<file path="config.mk">
export PLATFORM = sky130hd
export DESIGN_NAME = pdac_host_regs
export DESIGN_NICKNAME = d
export VERILOG_FILES = /design/src/rtl/pdac_pkg.sv /design/src/rtl/pdac_decode.sv /design/src/rtl/pdac_cfg_regs.sv /design/src/rtl/pdac_triplet_seq.sv /design/src/rtl/pdac_host_regs.sv
export SDC_FILE = /design/constraint.sdc
export NUM_CORES = 1
export LEC_CHECK = 0
export ABC_CLOCK_PERIOD_IN_PS = 3200
export CORE_MARGIN = 8
export CORE_UTILIZATION = 56
export DETAILED_ROUTE_END_ITERATION = 10
export HOLD_SLACK_MARGIN = 0.1
export MAX_ROUTING_LAYER = met4
export PLACE_DENSITY = 0.95
export SYNTH_ARGS = -nofsm -noshare
export SYNTH_HDL_FRONTEND = slang
export SYNTH_HIERARCHICAL = 1
export SYNTH_SLANG_ARGS = --single-unit
</file>
<file path="constraint.sdc">
create_clock -name clk -period 3.2 [get_ports clk]
set_clock_uncertainty 0.05 [all_clocks]
set_input_delay 0.32 -clock clk [delete_from_list [all_inputs] [get_ports clk]]
set_output_delay 0.32 -clock clk [all_outputs]
set_load 0.01 [all_outputs]
</file>
<file path="src/rtl/pdac_pkg.sv">
package pdac_pkg;
  localparam int DW = 8;
  localparam int NREG = 16;

  localparam logic [3:0] OFS_WADDR  = 4'h0;
  localparam logic [3:0] OFS_PDATA  = 4'h1;
  localparam logic [3:0] OFS_PMASK  = 4'h2;
  localparam logic [3:0] OFS_RADDR  = 4'h3;
  localparam logic [3:0] OFS_CWADDR = 4'h4;
  localparam logic [3:0] OFS_CDATA  = 4'h5;
  localparam logic [3:0] OFS_CMD0   = 4'h6;
  localparam logic [3:0] OFS_CRADDR = 4'h7;
  localparam logic [3:0] OFS_CMD1   = 4'h8;
  localparam logic [3:0] OFS_CMD2   = 4'h9;
  localparam logic [3:0] OFS_STAT   = 4'hA;
  localparam logic [3:0] OFS_CRAM   = 4'hB;
  localparam logic [3:0] OFS_XLO    = 4'hC;
  localparam logic [3:0] OFS_XHI    = 4'hD;
  localparam logic [3:0] OFS_YLO    = 4'hE;
  localparam logic [3:0] OFS_YHI    = 4'hF;

  typedef enum logic [1:0] {PH_RED = 2'd0, PH_GRN = 2'd1, PH_BLU = 2'd2} phase_e;

  // Component narrowing for the six-bit DAC mode.
  function automatic logic [DW-1:0] dac_narrow(input logic [DW-1:0] d, input logic wide);
    return wide ? d : {2'b00, d[DW-3:0]};
  endfunction

  // Indirect command register visible when extended access is on and index is 1.
  function automatic logic ind_gate(input logic ext_bit, input logic [DW-1:0] idx);
    return ext_bit && (idx == DW'(1));
  endfunction
endpackage

</file>
<file path="src/rtl/pdac_decode.sv">
module pdac_decode
  import pdac_pkg::*;
(
  input  logic            sel,
  input  logic            wr,
  input  logic [3:0]      addr,
  output logic [NREG-1:0] wr_hit
);
  for (genvar i = 0; i < NREG; i++) begin : g_hit
    assign wr_hit[i] = sel && wr && (addr == 4'(i));
  end
endmodule

</file>
<file path="src/rtl/pdac_cfg_regs.sv">
module pdac_cfg_regs
  import pdac_pkg::*;
#(
  parameter int POS_W = 12
) (
  input  logic             clk,
  input  logic             rst_n,
  input  logic [NREG-1:0]  wr_hit,
  input  logic [DW-1:0]    wdata,
  input  logic             cmd3_en,
  output logic [DW-1:0]    cmd0_o,
  output logic [DW-1:0]    cmd1_o,
  output logic [DW-1:0]    cmd2_o,
  output logic [DW-1:0]    cmd3_o,
  output logic [DW-1:0]    pmask_o,
  output logic [DW-1:0]    raddr_o,
  output logic [DW-1:0]    craddr_o,
  output logic [POS_W-1:0] cur_x_o,
  output logic [POS_W-1:0] cur_y_o
);
  localparam int HI_W = POS_W - DW;

  logic cmd3_write;
  assign cmd3_write = wr_hit[OFS_STAT] && cmd3_en;

  always_ff @(posedge clk) begin
    if (!rst_n) begin
      cmd0_o   <= '0;
      cmd1_o   <= '0;
      cmd2_o   <= '0;
      cmd3_o   <= '0;
      pmask_o  <= '1;
      raddr_o  <= '0;
      craddr_o <= '0;
      cur_x_o  <= '0;
      cur_y_o  <= '0;
    end else begin
      if (wr_hit[OFS_CMD0])   cmd0_o   <= wdata;
      if (wr_hit[OFS_CMD1])   cmd1_o   <= wdata;
      if (wr_hit[OFS_CMD2])   cmd2_o   <= wdata;
      if (cmd3_write)         cmd3_o   <= wdata;
      if (wr_hit[OFS_PMASK])  pmask_o  <= wdata;
      if (wr_hit[OFS_RADDR])  raddr_o  <= wdata;
      if (wr_hit[OFS_CRADDR]) craddr_o <= wdata;
      if (wr_hit[OFS_XLO])    cur_x_o[DW-1:0]      <= wdata;
      if (wr_hit[OFS_XHI])    cur_x_o[POS_W-1:DW]  <= wdata[HI_W-1:0];
      if (wr_hit[OFS_YLO])    cur_y_o[DW-1:0]      <= wdata;
      if (wr_hit[OFS_YHI])    cur_y_o[POS_W-1:DW]  <= wdata[HI_W-1:0];
    end
  end

  p_decode_onehot_r1: assert property (@(posedge clk) disable iff (!rst_n)
    $onehot0(wr_hit));

  p_cmd3_guard_r3: assert property (@(posedge clk) disable iff (!rst_n)
    !$stable(cmd3_o) |-> $past(wr_hit[OFS_STAT] && cmd3_en));

  p_xhi_source_r8: assert property (@(posedge clk) disable iff (!rst_n)
    !$stable(cur_x_o[POS_W-1:DW]) |-> $past(wr_hit[OFS_XHI]));
endmodule

</file>
<file path="src/rtl/pdac_triplet_seq.sv">
module pdac_triplet_seq
  import pdac_pkg::*;
#(
  parameter int ADDR_W = 8
) (
  input  logic              clk,
  input  logic              rst_n,
  input  logic              load_addr,
  input  logic [ADDR_W-1:0] load_val,
  input  logic              clr_phase,
  input  logic              data_wr,
  input  logic [DW-1:0]     data_in,
  output logic [ADDR_W-1:0] addr_o,
  output logic              we_o,
  output logic [ADDR_W-1:0] wr_addr_o,
  output logic [3*DW-1:0]   rgb_o
);
  phase_e        phase_q;
  logic [DW-1:0] red_q, grn_q;
  logic          triplet_done;

  assign triplet_done = data_wr && !load_addr && !clr_phase && (phase_q == PH_BLU);

  always_ff @(posedge clk) begin
    if (!rst_n) begin
      phase_q   <= PH_RED;
      red_q     <= '0;
      grn_q     <= '0;
      addr_o    <= '0;
      we_o      <= 1'b0;
      wr_addr_o <= '0;
      rgb_o     <= '0;
    end else begin
      we_o <= triplet_done;
      if (load_addr) begin
        addr_o  <= load_val;
        phase_q <= PH_RED;
      end else if (clr_phase) begin
        phase_q <= PH_RED;
      end else if (data_wr) begin
        unique case (phase_q)
          PH_RED: begin red_q <= data_in; phase_q <= PH_GRN; end
          PH_GRN: begin grn_q <= data_in; phase_q <= PH_BLU; end
          default: begin
            wr_addr_o <= addr_o;
            rgb_o     <= {red_q, grn_q, data_in};
            addr_o    <= addr_o + 1'b1;
            phase_q   <= PH_RED;
          end
        endcase
      end
    end
  end

  p_single_pulse_r4: assert property (@(posedge clk) disable iff (!rst_n)
    we_o |=> !we_o);

  p_post_inc_r5: assert property (@(posedge clk) disable iff (!rst_n)
    we_o |-> (addr_o == ADDR_W'(wr_addr_o + 1'b1)));
endmodule

</file>
<file path="src/rtl/pdac_host_regs.sv">
module pdac_host_regs
  import pdac_pkg::*;
#(
  parameter int PAL_AW = 8,
  parameter int CUR_AW = 2,
  parameter int POS_W  = 12
) (
  input  logic              clk,
  input  logic              rst_n,
  input  logic              bus_sel,
  input  logic              bus_wr,
  input  logic [3:0]        bus_addr,
  input  logic [7:0]        bus_wdata,
  output logic [7:0]        bus_rdata,
  input  logic [7:0]        status_in,
  output logic [7:0]        cfg_cmd0,
  output logic [7:0]        cfg_cmd1,
  output logic [7:0]        cfg_cmd2,
  output logic [7:0]        cfg_cmd3,
  output logic [7:0]        pix_mask,
  output logic              dac_8bit,
  output logic [POS_W-1:0]  cur_x,
  output logic [POS_W-1:0]  cur_y,
  output logic              pal_we,
  output logic [PAL_AW-1:0] pal_index,
  output logic [23:0]       pal_rgb,
  output logic              cur_col_we,
  output logic [CUR_AW-1:0] cur_col_index,
  output logic [23:0]       cur_col_rgb
);
  logic [NREG-1:0]   wr_hit;
  logic [DW-1:0]     pal_raddr, cur_raddr;
  logic [PAL_AW-1:0] pal_waddr;
  logic [CUR_AW-1:0] cur_waddr;
  logic [DW-1:0]     comp_byte;
  logic              cmd3_en;

  pdac_decode u_decode (
    .sel(bus_sel), .wr(bus_wr), .addr(bus_addr), .wr_hit(wr_hit)
  );

  assign cmd3_en   = ind_gate(cfg_cmd0[7], DW'(pal_waddr));
  assign dac_8bit  = cfg_cmd0[1];
  assign comp_byte = dac_narrow(bus_wdata, dac_8bit);

  pdac_cfg_regs #(.POS_W(POS_W)) u_cfg (
    .clk(clk), .rst_n(rst_n), .wr_hit(wr_hit), .wdata(bus_wdata),
    .cmd3_en(cmd3_en),
    .cmd0_o(cfg_cmd0), .cmd1_o(cfg_cmd1), .cmd2_o(cfg_cmd2), .cmd3_o(cfg_cmd3),
    .pmask_o(pix_mask), .raddr_o(pal_raddr), .craddr_o(cur_raddr),
    .cur_x_o(cur_x), .cur_y_o(cur_y)
  );

  pdac_triplet_seq #(.ADDR_W(PAL_AW)) u_pal_seq (
    .clk(clk), .rst_n(rst_n),
    .load_addr(wr_hit[OFS_WADDR]), .load_val(bus_wdata[PAL_AW-1:0]),
    .clr_phase(wr_hit[OFS_RADDR]),
    .data_wr(wr_hit[OFS_PDATA]), .data_in(comp_byte),
    .addr_o(pal_waddr), .we_o(pal_we), .wr_addr_o(pal_index), .rgb_o(pal_rgb)
  );

  pdac_triplet_seq #(.ADDR_W(CUR_AW)) u_cur_seq (
    .clk(clk), .rst_n(rst_n),
    .load_addr(wr_hit[OFS_CWADDR]), .load_val(bus_wdata[CUR_AW-1:0]),
    .clr_phase(wr_hit[OFS_CRADDR]),
    .data_wr(wr_hit[OFS_CDATA]), .data_in(comp_byte),
    .addr_o(cur_waddr), .we_o(cur_col_we), .wr_addr_o(cur_col_index), .rgb_o(cur_col_rgb)
  );

  always_comb begin
    unique case (bus_addr)
      OFS_WADDR:  bus_rdata = DW'(pal_waddr);
      OFS_PMASK:  bus_rdata = pix_mask;
      OFS_RADDR:  bus_rdata = pal_raddr;
      OFS_CWADDR: bus_rdata = DW'(cur_waddr);
      OFS_CMD0:   bus_rdata = cfg_cmd0;
      OFS_CRADDR: bus_rdata = cur_raddr;
      OFS_CMD1:   bus_rdata = cfg_cmd1;
      OFS_CMD2:   bus_rdata = cfg_cmd2;
      OFS_STAT:   bus_rdata = cmd3_en ? cfg_cmd3 : status_in;
      OFS_XLO:    bus_rdata = cur_x[DW-1:0];
      OFS_XHI:    bus_rdata = DW'(cur_x[POS_W-1:DW]);
      OFS_YLO:    bus_rdata = cur_y[DW-1:0];
      OFS_YHI:    bus_rdata = DW'(cur_y[POS_W-1:DW]);
      default:    bus_rdata = '0;
    endcase
  end
endmodule

</file>
==> impl_results.md <==
- Crit. Startpoint: bus_addr[3]
- GRT Total Usage: 26.8%
- Max-slew headroom: 26.7%
- Die Width: 138 µm
- Ports: 157
- Worst min-delay path class: in2reg
- Pre-CTS worst setup slack: 269 ps
- Hold Startpoint: rst_n
- Reg2reg start: u_pal_seq/addr_o[0]$_SDFFE_PN0P_
- Worst setup EP type: output pin
- RSZ-0062 raised after global routing: no
- FF-to-FF path depth: 6
- Fin crit share: 93.7%
- Peak supply drop: 0.000403 V
- Most frequent cells in the layout: 186 x dfxtp_1, 172 x nand2_1, 155 x clkdlybuf4s50_1, 120 x mux2i_1, 68 x nor2b_1
- Synthesized netlist cell count: 898
- Drt pass-1 iters: 6
- Worst-Skew Late Latency: 430 ps
- Pin count of the biggest net entering global routing: 82
- Max-capacitance violation count: 0
- Total wire length: 24900 µm
- First-iteration detailed-routing DRC count: 781
- Final hold violations: 0
- Switching share of power: 22.9%
- CP startpoint kind: input pin
- Fin nets: 1055
- Req. time, crit path: 2830 ps
- Gpl congestion: 0.963
- CTS tree: built
- TritonCTS Sinks: 186
- GR Overflow Total: 0
- Share of power burned in registers: 48.8%
- First-pass GRT wire length: 38100 µm
- Max-slew violation count: 0
- Reg clk slew, reported paths: 70 ps
- # Post-CTS Setup Buffers: 0
- Share of layout cells above drive strength 1: 7.48%
- Row cnt: 44
- Setup TNS: 0 ps
- Hold EP: u_cfg/pmask_o[5]$_SDFFE_PN1P_
- Antenna cells: 0
- Power Density: 455 nW/µm²
- Total power draw: 4.78 mW
- CTS Hold Bufs: 0
- Worst Hold Path Cells: 2
- WS Path Type: in2out
- Port Buffers: 156
- Psw: 1.09 mW
- Slack of the critical path: 200 ps
- Cell Int Power: 3.69 mW
- Via density: 5.93
- Setup violations, final: 0
- Post-CTS Resized: 0
- Post-Syn Nets: 923
- Slew at the pin closest to its max-slew limit: 1100 ps
- Fmax: 333 MHz
- Syn. warnings: 6
- Wire per inst: 20.3 µm
- Antenna Nets Post-Route: 0
- Crit path DAT: 2630 ps
- Top fanout value on the critical path: 33
- Clock buffer depth: 2
- Syn-to-layout area delta: 27.0%
- Clock network power share: 45.5%
- Period minus WS final: 3000 ps
- CTS root buf: clkbuf_16
- Residual DRC: 0
- Vias in the first global route: 6988
- Die footprint: 18900 µm²
- Gate power share: 5.7%
- Starting Density: 57.2%
- P_leak: 3.69 nW
- Total CTS buffers: 17
- Mean Syn Cell Area: 9.22 µm²
- Vias: 7279
- Total core area: 14500 µm²
- Most common cell after layout, fill and taps aside: dfxtp_1
- Cell area after synthesis: 8280 µm²
- FF-to-FF End: u_cfg/cmd3_o[4]$_SDFFE_PN0P_
- Status: finished, final reports clean
- Die Ht: 138 µm
- Reg2reg setup slack: 1190 ps
- Initial antenna violation count: 0
- Final HPWL DP: 16900 µm
- H-tree depth: 4
- Final hold slack: 152 ps
[worst max path at each step]
stage                                  endpoint  depth (start not counted)
2_1_floorplan  u_pal_seq/addr_o[6]$_SDFFE_PN0P_                          6
3_3_place_gp                       bus_rdata[7]                          7
3_5_place_dp                       bus_rdata[7]                          7
4_1_cts                            bus_rdata[3]                          7
5_1_grt                            bus_rdata[5]                          7
6_report                           bus_rdata[3]                          7
[critical path: stages]
cell and delay (ps):
clkdlybuf4s50_1 520, buf_12 190, nor2b_1 510, a22o_1 220, a221oi_1 70, o221ai_1 200, clkdlybuf4s50_1 590
[per-stage QoR]
stage	area, µm²	cells	util (%)
finish	10500	1227	72.6
global route	10500	1227	72.6
CTS	10500	1227	72.6
detailed placement	9900	1195	68.4
global placement	9900	1195	68.4
floorplan	8280	898	-
[flip-flops by register name, indices dropped and copies added (netlist names), 8 cells and up]
| name | flops |
|---|---|
| u_cur_seq/rgb_o | 24 |
| u_pal_seq/rgb_o | 24 |
| u_cfg/cur_x_o | 12 |
| u_cfg/cur_y_o | 12 |
| u_cfg/cmd0_o | 8 |
| u_cfg/cmd1_o | 8 |
| u_cfg/cmd2_o | 8 |
| u_cfg/cmd3_o | 8 |
| u_cfg/craddr_o | 8 |
| u_cfg/pmask_o | 8 |
| u_cfg/raddr_o | 8 |
| u_cur_seq/grn_q | 8 |
| u_cur_seq/red_q | 8 |
| u_pal_seq/addr_o | 8 |
| u_pal_seq/grn_q | 8 |
| u_pal_seq/red_q | 8 |
| u_pal_seq/wr_addr_o | 8 |
[layer usage]
| layer | track usage (%) | vias up | wire, µm |
|---|---|---|---|
| li1 | - | 3357 | - |
| met3 | 6.16 | 61 | 2320 |
| met2 | 42.7 | 416 | 11900 |
| met4 | 10.0 | 0 | 614 |
| met1 | 32.4 | 3445 | 10100 |
| met5 | - | - | 0 |
[layout make-up]
class	count	area (µm²)
Clock buffer	19	443
Timing Repair Buffer	185	1810
Sequential cell	186	3720
Tap cell	184	230
Clock inverter	13	168
Multi-Input combinational cell	634	4110
Inverter	6	22.5
Fill cell	1022	3970
[power by group through the flow]
| stage | logic (mW) | clock network (mW) | registers [mW] |
|---|---|---|---|
| 2_1_floorplan | 0.156 | 0 | 2.38 |
| 3_3_place_gp | 0.262 | 0 | 2.39 |
| 3_5_place_dp | 0.266 | 0 | 2.39 |
| 4_1_cts | 0.267 | 2.19 | 2.33 |
| 5_1_grt | 0.287 | 2.28 | 2.33 |
| 6_report | 0.272 | 2.18 | 2.33 |
Note: power is estimated with default switching activity, not from simulation.
